--- config.mk ---
export PLATFORM = sky130hd
export DESIGN_NAME = clk_ctrl_reg
export DESIGN_NICKNAME = d
export VERILOG_FILES = /design/src/rtl/clk_ctrl_pkg.sv /design/src/rtl/clk_ctrl_msi_lut.sv /design/src/rtl/clk_ctrl_ctl.sv /design/src/rtl/clk_ctrl_dp.sv /design/src/rtl/clk_ctrl_reg.sv
export SDC_FILE = /design/constraint.sdc
export NUM_CORES = 1
export LEC_CHECK = 0
export BUFFER_PORTS_ARGS = -buffer_cell sky130_fd_sc_hd__buf_2
export CORE_ASPECT_RATIO = 1.25
export CORE_MARGIN = 4
export CORE_UTILIZATION = 55
export CTS_BUF_LIST = sky130_fd_sc_hd__clkbuf_4
export CTS_CLUSTER_SIZE = 16
export DETAILED_ROUTE_END_ITERATION = 8
export PLACE_DENSITY = 0.95
export SYNTH_ARGS = -nofsm -noshare
export SYNTH_HDL_FRONTEND = slang
export SYNTH_SLANG_ARGS = --single-unit
--- constraint.sdc ---
create_clock -name clk -period 7.4 [get_ports clk]
set_input_delay 0.37 -clock clk [delete_from_list [all_inputs] [get_ports clk]]
set_output_delay 0.37 -clock clk [all_outputs]
set_load 0.02 [all_outputs]
--- src/rtl/clk_ctrl_pkg.sv ---
`timescale 1ns/1ps
package clk_ctrl_pkg;
  localparam int SRC_N = 4;
  localparam int SRC_MSI = 0;
  localparam int SRC_HSI = 1;
  localparam int SRC_HSE = 2;
  localparam int SRC_PLL = 3;

  // register bit positions
  localparam int MSI_ON    = 0;
  localparam int MSI_RDY   = 1;
  localparam int RANGE_SEL = 2;
  localparam int RANGE_LO  = 4;
  localparam int HSI_ON    = 8;
  localparam int HSI_RDY   = 9;
  localparam int HSE_ON    = 16;
  localparam int HSE_RDY   = 17;
  localparam int PLL_ON    = 24;
  localparam int PLL_RDY   = 25;

  localparam int unsigned MSI_RANGES = 12;

  typedef enum logic [1:0] {SW_MSI = 2'b00, SW_HSI = 2'b01, SW_HSE = 2'b10, SW_PLL = 2'b11} sysSw_e;
  typedef enum logic [1:0] {PS_NONE = 2'b00, PS_MSI = 2'b01, PS_HSI = 2'b10, PS_HSE = 2'b11} pllSrc_e;

  typedef struct packed {
    logic wr;
    logic msiForce;
    logic hsiForce;
    logic hseHold;
    logic pllHold;
  } ctrlStrobe_t;

  function automatic logic [31:0] msiRangeHz(input int unsigned idx);
    if (idx < 4)       return 32'd100000 << idx;
    else if (idx < 9)  return 32'd1000000 << (idx - 4);
    else if (idx == 9) return 32'd24000000;
    else if (idx == 10) return 32'd32000000;
    else if (idx == 11) return 32'd48000000;
    else               return 32'd0;
  endfunction
endpackage

--- src/rtl/clk_ctrl_msi_lut.sv ---
`timescale 1ns/1ps
module clk_ctrl_msi_lut
  import clk_ctrl_pkg::*;
#(
  parameter int RANGE_W = 4,
  parameter int FREQ_W  = 32
) (
  input  logic [RANGE_W-1:0] idx,
  output logic               valid,
  output logic [FREQ_W-1:0]  freqHz
);
  logic [31:0] idxWide;
  logic [31:0] rawHz;

  always_comb begin
    idxWide = 32'(idx);
    valid   = idxWide < MSI_RANGES;
    rawHz   = msiRangeHz(idxWide);
    freqHz  = FREQ_W'(rawHz);
  end
endmodule

--- src/rtl/clk_ctrl_ctl.sv ---
`timescale 1ns/1ps
module clk_ctrl_ctl
  import clk_ctrl_pkg::*;
(
  input  logic        wrEn,
  input  logic [1:0]  sysSw,
  input  logic [1:0]  pllSrc,
  output ctrlStrobe_t strobe
);
  always_comb begin
    strobe.wr       = wrEn;
    strobe.msiForce = (sysSw == SW_MSI) || (pllSrc == PS_MSI);
    strobe.hsiForce = (sysSw == SW_HSI) || (pllSrc == PS_HSI);
    strobe.hseHold  = (sysSw == SW_HSE) || (pllSrc == PS_HSE);
    strobe.pllHold  = (sysSw == SW_PLL);
  end
endmodule

--- src/rtl/clk_ctrl_dp.sv ---
`timescale 1ns/1ps
module clk_ctrl_dp
  import clk_ctrl_pkg::*;
#(
  parameter int DATA_W      = 32,
  parameter int FREQ_W      = 32,
  parameter int RANGE_W     = 4,
  parameter int RESET_RANGE = 6
) (
  input  logic               clk,
  input  logic               rstN,
  input  ctrlStrobe_t        strobe,
  input  logic [DATA_W-1:0]  wrData,
  input  logic [RANGE_W-1:0] stbyRange,
  input  logic [SRC_N-1:0]   srcIrqEn,
  input  logic [SRC_N-1:0]   flagClr,
  output logic [DATA_W-1:0]  ctrlQ,
  output logic [SRC_N-1:0]   flagQ,
  output logic               irq,
  output logic [FREQ_W-1:0]  freqQ
);
  // range field must sit below the 16 MHz enable bit
  localparam logic [DATA_W-1:0] RST_CTRL =
      (DATA_W'(1) << MSI_ON) | (DATA_W'(1) << MSI_RDY) |
      (DATA_W'(RESET_RANGE) << RANGE_LO);
  localparam logic [FREQ_W-1:0] RST_FREQ = FREQ_W'(msiRangeHz(RESET_RANGE));

  logic [DATA_W-1:0]  ctrlD;
  logic [FREQ_W-1:0]  freqD;
  logic [SRC_N-1:0]   setVec;
  logic [SRC_N-1:0]   flagD;
  logic               rangeSelN;
  logic [RANGE_W-1:0] wrRange;
  logic [RANGE_W-1:0] oldRange;
  logic [RANGE_W-1:0] lutIdx;
  logic               lutValid;
  logic [FREQ_W-1:0]  lutFreq;

  assign rangeSelN = ctrlQ[RANGE_SEL] | wrData[RANGE_SEL];
  assign wrRange   = wrData[RANGE_LO +: RANGE_W];
  assign oldRange  = ctrlQ[RANGE_LO +: RANGE_W];
  assign lutIdx    = rangeSelN ? wrRange : stbyRange;

  clk_ctrl_msi_lut #(.RANGE_W(RANGE_W), .FREQ_W(FREQ_W)) u_lut (
    .idx    (lutIdx),
    .valid  (lutValid),
    .freqHz (lutFreq)
  );

  always_comb begin
    ctrlD  = ctrlQ;
    freqD  = freqQ;
    setVec = '0;
    if (strobe.wr) begin
      ctrlD = '0;
      ctrlD[RANGE_SEL] = rangeSelN;
      ctrlD[RANGE_LO +: RANGE_W] = wrRange;

      // multi-speed oscillator
      if (strobe.msiForce || wrData[MSI_ON]) begin
        ctrlD[MSI_ON]  = 1'b1;
        ctrlD[MSI_RDY] = 1'b1;
        setVec[SRC_MSI] = strobe.msiForce ? !ctrlQ[MSI_ON] : 1'b1;
        if (lutValid) freqD = lutFreq;
        else          ctrlD[RANGE_LO +: RANGE_W] = oldRange;
      end else begin
        freqD = '0;
      end

      // 16 MHz internal oscillator
      if (strobe.hsiForce) begin
        ctrlD[HSI_ON]  = 1'b1;
        ctrlD[HSI_RDY] = 1'b1;
        setVec[SRC_HSI] = 1'b1;
      end else begin
        ctrlD[HSI_ON]  = wrData[HSI_ON];
        ctrlD[HSI_RDY] = wrData[HSI_ON];
        setVec[SRC_HSI] = wrData[HSI_ON];
      end

      // external oscillator
      if (strobe.hseHold) begin
        ctrlD[HSE_ON]  = 1'b1;
        ctrlD[HSE_RDY] = ctrlQ[HSE_RDY];
      end else begin
        ctrlD[HSE_ON]  = wrData[HSE_ON];
        ctrlD[HSE_RDY] = wrData[HSE_ON];
        setVec[SRC_HSE] = wrData[HSE_ON];
      end

      // main PLL
      if (strobe.pllHold) begin
        ctrlD[PLL_ON]  = 1'b1;
        ctrlD[PLL_RDY] = ctrlQ[PLL_RDY];
      end else begin
        ctrlD[PLL_ON]  = wrData[PLL_ON];
        ctrlD[PLL_RDY] = wrData[PLL_ON];
        setVec[SRC_PLL] = wrData[PLL_ON];
      end

      setVec = setVec & srcIrqEn;
    end
    flagD = (flagQ & ~flagClr) | setVec;
  end

  always_ff @(posedge clk) begin
    if (!rstN) begin
      ctrlQ <= RST_CTRL;
      freqQ <= RST_FREQ;
      flagQ <= '0;
    end else begin
      ctrlQ <= ctrlD;
      freqQ <= freqD;
      flagQ <= flagD;
    end
  end

  assign irq = |(flagQ & srcIrqEn);
endmodule

--- src/rtl/clk_ctrl_reg.sv ---
`timescale 1ns/1ps
module clk_ctrl_reg
  import clk_ctrl_pkg::*;
#(
  parameter int DATA_W      = 32,
  parameter int FREQ_W      = 32,
  parameter int RANGE_W     = 4,
  parameter int RESET_RANGE = 6
) (
  input  logic               clk,
  input  logic               rstN,
  input  logic               wrEn,
  input  logic [DATA_W-1:0]  wrData,
  input  logic [1:0]         sysSw,
  input  logic [1:0]         pllSrc,
  input  logic [RANGE_W-1:0] stbyRange,
  input  logic [3:0]         srcIrqEn,
  input  logic [3:0]         flagClr,
  output logic [DATA_W-1:0]  ctrlReg,
  output logic [3:0]         rdyFlags,
  output logic               irqOut,
  output logic [FREQ_W-1:0]  msiFreqHz
);
  ctrlStrobe_t strobe;

  clk_ctrl_ctl u_ctl (
    .wrEn   (wrEn),
    .sysSw  (sysSw),
    .pllSrc (pllSrc),
    .strobe (strobe)
  );

  clk_ctrl_dp #(
    .DATA_W(DATA_W), .FREQ_W(FREQ_W), .RANGE_W(RANGE_W), .RESET_RANGE(RESET_RANGE)
  ) u_dp (
    .clk       (clk),
    .rstN      (rstN),
    .strobe    (strobe),
    .wrData    (wrData),
    .stbyRange (stbyRange),
    .srcIrqEn  (srcIrqEn),
    .flagClr   (flagClr),
    .ctrlQ     (ctrlReg),
    .flagQ     (rdyFlags),
    .irq       (irqOut),
    .freqQ     (msiFreqHz)
  );
endmodule

# --- Word level (Yosys, flattened, before mapping) ---
# Index checks and enable logic that the tools add are counted.
word_totals:
  output_inout_bits: 69
  ff_bits: 49
  word_cells: 64
  inputBits: 51
op_classes:
  n_mux: 24
  n_lt_le_gt_ge: 3
  n_bitwise: 8
  shifts: 2
  n_eq_ne: 10
  addsub: 1
  reduce_logical: 10
ops:
  columns: ["cell", "count"]
  rows:
  - ["32-bit two-way mux", 4]
  - ["26-bit two-way mux", 3]
  - ["17-bit by 4-bit left shift with 32-bit output, first input constant", 1]
  - ["20-bit by 32-bit left shift with 32-bit output, first input constant", 1]
  - ["4-bit two-way mux", 4]
  - ["4-bit AND", 3]
  - ["4-bit == test, second input constant", 3]
  - ["1-bit two-way mux", 11]
  - ["2-bit == test, second input constant", 4]
  - ["4-bit less-than comparator, second input constant", 2]
  - ["2-bit AND reduction", 3]
  - ["4-bit by 3-bit subtractor with 5-bit output, second input constant", 1]
  - ["2-bit by 1-bit == test with 1-bit output, second input constant", 2]
  - ["1-bit logical OR", 4]
  - ["4-bit by 3-bit less-than comparator with 1-bit output, second input constant", 1]
  - ["2-bit two-way mux", 2]
  - ["4-bit inverter", 1]
  - ["4-bit bitwise OR", 1]
  - ["4-bit OR reduction", 1]
  - ["2-bit zero test", 1]
  - ["2-bit by 1-bit inequality test with 1-bit output, second input constant", 1]
  - ["1-bit inverter", 2]
  - ["1-bit zero test", 1]
  - ["1-bit bitwise OR", 1]

# --- Logic depth before layout (Yosys ltp) ---
logic_depth:
  word_depth: 10
  depth_mapped: 13

# --- Hierarchy ---
# From an unflattened synthesis, not the netlist that was laid out.
hier_totals:
  hier_cells: 379
  hier_area_um2: 3088.0
by_module_without_submodules:
  columns: ["module", "instances", "cells_per_inst", "seq_area_each_um2", "area_each_um2"]
  rows:
  - ["clk_ctrl_dp", 1, 172, 940.9, 1838.0]
  - ["clk_ctrl_msi_lut", 1, 200, 0.0, 1203.7]
  - ["clk_ctrl_ctl", 1, 7, 0.0, 46.3]

# --- Worst setup path after synthesis ---
# No wires, ideal clock.
synth_timing:
  path_kind: "flip-flop to flip-flop"
  startpoint: "register u_dp.ctrlQ[2]"
  endpoint: "register u_dp.freqQ[20]"
  path_stages_with_launch: 11
  path_slack_ns: 4.431
  t_required_ns: 7.278
  t_arrival_ns: 2.847
  setup_ns: 0.122
  path_buffers: 3
  synth_period_minus_slack_ns: 2.969
  path_cell_list: "dfxtp_1 > or3b_2 > and2_1 > buf_2 > inv_1 > buf_2 > ha_1 > clkbuf_1 > maj3_2 > a311o_1 > a221o_1"
synth_via:
  elab_chain_len: 10
  elab_cells_between_ends: 20
  classes_between: "1 x add/sub; 3 x order compare; 4 x eq/ne; 2 x shift; 8 x mux; 1 x bitwise; 1 x reduce/logical"
synth_lines:
  columns: ["item", "line_no", "source"]
  rows:
  - ["start, declared", "clk_ctrl_dp.sv:17", "output logic [DATA_W-1:0] ctrlQ,"]
  - ["start signal, assigned", "clk_ctrl_dp.sv:112", "ctrlQ <= ctrlD;"]
  - ["1-bit bitwise OR *", "clk_ctrl_dp.sv:39", "assign rangeSelN = ctrlQ[RANGE_SEL] | wrData[RANGE_SEL];"]
  - ["4-bit two-way mux *", "clk_ctrl_dp.sv:42", "assign lutIdx = rangeSelN ? wrRange : stbyRange;"]
  - ["parallel branches: the longest is 8 deep, another holds 4-bit by 3-bit subtractor with 5-bit output", null, null]
  - ["end signal, assigned", "clk_ctrl_dp.sv:113", "freqQ <= freqD;"]
  - ["end, declared", "clk_ctrl_dp.sv:20", "output logic [FREQ_W-1:0] freqQ"]
# Every way passes the cells marked *. The select of a mux whose other input is x is not followed.
# A chain may end at the register's enable or synchronous reset.

# --- Final worst setup path ---
layout_timing:
  startpoint: "register u_dp.ctrlQ[2]"
  endpoint: "register u_dp.freqQ[25]"
# The elaborated chain is that of the path after synthesis.

==> results_dict.tcl <==
set metrics [dict create \
    min_path_type "in2reg" \
    numCtsBuffers 5 \
    cts-root-buf "clkbuf_4" \
    cp.required_ns 7.70 \
    antenna_cells 0 \
    place_congestion 0.969 \
    rr_startpoint "u_dp.ctrlQ[2]" \
    dp.cells 506 \
    grt.overflow.total 0 \
    dr_wl_met2_um 4830 \
    area.sequential_um2 841 \
    rsz0062_at_grt "no" \
    die_area_um2 7040 \
    post-synth-top-count-cell "dfxtp_1" \
    areaGrowthSynthToFinish_pct 8.85 \
    clk_pin_slew_ns 0.14 \
    drv_cap 0 \
    worstPathMaxFanout 16 \
    hold_path_end "u_dp.flagQ[1]" \
    ys_ff_latch 42 \
    placementRows 30 \
    crit_type "reg2reg" \
    cpPeakStageDelay_ns 0.69 \
    ant_nets 0 \
    cts_resized 0 \
    synth_area_leaders "dfxtp_1 27%, buf_4 6.2%, nand2_1 4.0%" \
    grtUsageTotal_pct 28.8 \
    min_period_ns 4.01 \
    status "finished clean" \
    wirelength_um 10200 \
    portBuffers 72 \
    ys_types 78 \
    drv_slew 0 \
    synth_top_area_cell "dfxtp_1" \
    grt_antenna_before_repair 0 \
    async_reset_ff_share_pct 0 \
    fin_crit_sh_pct 54.2 \
    h-tree-depth 2 \
    yosys.area.top_type_share_pct 26.6 \
    multi_input_area_um2 2020 \
    route.vias.total 3380 \
    crit_family "simple AND/OR/NAND/NOR gates" \
    setup_viol 0 \
    leakage_nw 1.45 \
    setup-tns-final_ns 0 \
    wl_met1_um 4080 \
    hold-path-cell-count 3 \
    fillers 519 \
    crit_slowest_cell "ha_1" \
    viasPerCell 6.58 \
    clock-sinks 42 \
    dieWidth_um 75.9 \
    dr.first_iter.drc_count 367 \
    drive_above_1_share_pct 23.1 \
    slew_headroom_pct 29.4 \
    detailed_place_hpwl_um 7600 \
    route.detailed.drc 0 \
    syn_avg_cell_area_um2 7.89 \
    start_util_pct 57.4 \
    clock.fmax_ghz 0.250 \
    routed.top_layer "met4" \
    wl_per_cell_um 19.8 \
    fp.dieH_um 92.8 \
    yosys_warnings 0 \
    reg2reg_to "u_dp.freqQ[25]" \
    grt_pass1_vias 3058 \
    cp.arrival_ns 4.31 \
    cts-hold-fix-buffers 0 \
    synth_ff_type "dfxtp_1" \
    path_cells "or3b_2, and2_1, inv_1, ha_1, inv_1, or3_1, or2_2, a311oi_1, o21a_1" \
    final_nets 510 \
    clockBufferDepth 2 \
    cts_setup_buffers 0 \
    finalNonFillerCells 514 \
    cts_tree "yes" \
    holdCritStartpoint "flagClr[1]" \
    grt_max_degree 33 \
    syn_area_um2 3170 \
    finalPower_mw 0.620 \
    hold_viol 0 \
    final_util_pct 62.4 \
    clk_latency_ns 0.36 \
    fin_worst_skew_ns 0.0127 \
    seq_area_frac_synth_pct 26.6 \
    startpoint_type "register" \
    synth_edf_count 0 \
    end_kind "register" \
    reg2reg_slack_ns 3.39 \
    r2r_cells 9 \
    synth_common_cells "42 x dfxtp_1, 34 x nand2_1, 26 x buf_4, 24 x a21oi_1, 19 x o21ai_0" \
    p_per_area_nw_per_um2 180 \
    first_pass_iters 5 \
    worst-path-buf-inv 2 \
    worst_pin_slew_ns 1.05 \
    ir_drop_mv 0.103 \
    grt_pass1_wl_um 15800 \
    ios 120 \
    core_um2 5520 \
    synthCells 401 \
    wl_met3_um 913 \
    cp_common_cell "inv_1" \
]
==> area by class of cell <==
class / count / area share [%]
Clock buffer: 6 / 1.31
Multi-Input combinational cell: 306 / 58.5
Inverter: 20 / 2.18
Sequential cell: 42 / 24.4
Tap cell: 64 / 2.32
Timing Repair Buffer: 74 / 10.9
Clock inverter: 2 / 0.399
==> cell usage in the layout, fill, tap and decap left out, drive strengths merged, types with 4 or more instances in the layout <==
cell,instances
a221oi,4
inv,20
ha,10
o211ai,10
buf,74
nor4,6
a31oi,8
a32oi,4
o311ai,6
nand3,9
dfxtp,42
conb,24
nor2,19
nand2b,5
clkbuf,6
nor3,10
o21ai,22
a21oi,24
a22oi,7
mux2i,6
or3,7
o31ai,7
nand2,35
a211oi,7
nor2b,8
==> logic make-up (layout without fill, tap and decap cells) <==
logic type	Yosys count	in the layout	share of synthesized area, %
fa+ha+maj	11	11	4.31
flops	42	42	26.6
simple gates	122	122	20.4
other cells	1	24	0.118
buf+inv	76	102	12.5
mux	9	9	3.72
xor+xnor	5	5	1.38
compound gates	135	135	31.0
==> per-layer routing <==
metal | up-vias | global-route usage, %
li1 | 1550 | -
met1 | 1590 | 39.3
met2 | 200 | 43.6
met3 | 40 | 4.67
met4 | 0 | 12.8
met5 | - | 0
==> tightest hold or removal path, cell delays in order <==
cell	delay [ns]
buf_2	0.07
nand2b_1	0.08
a21oi_1	0.05
==> sequential cells by signal, summed over array words and instances (netlist names) <==
register	count
u_dp.ctrlQ	11
u_dp.freqQ	27
u_dp.flagQ	4
==> power breakdown <==
group / switching (mW) / internal, mW
sequential: 0.00910 / 0.242
clock: 0.0766 / 0.0411
combinational: 0.174 / 0.0784
==> stage by stage <==
stage	area (µm²)	hold WS (ns)	worst slack, ns
floorplan	3250	0.498	4.43
global route	3450	0.250	3.16
global placement	3390	0.438	3.52
CTS	3450	0.241	3.50
detailed placement	3390	0.444	3.55
finish	3450	0.246	3.39
==> how the worst max path moves through the flow <==
stage | from | endpoint | depth (start not counted)
final | u_dp.ctrlQ[2] | u_dp.freqQ[25] | 9
after global placement | wrData[2] | u_dp.freqQ[25] | 10
after detailed placement | wrData[2] | u_dp.freqQ[25] | 10
after CTS | u_dp.ctrlQ[2] | u_dp.freqQ[25] | 9
after floorplan | u_dp.ctrlQ[2] | u_dp.freqQ[20] | 10
after global routing | u_dp.ctrlQ[2] | u_dp.freqQ[25] | 9
(Power assumes the default switching activity.)
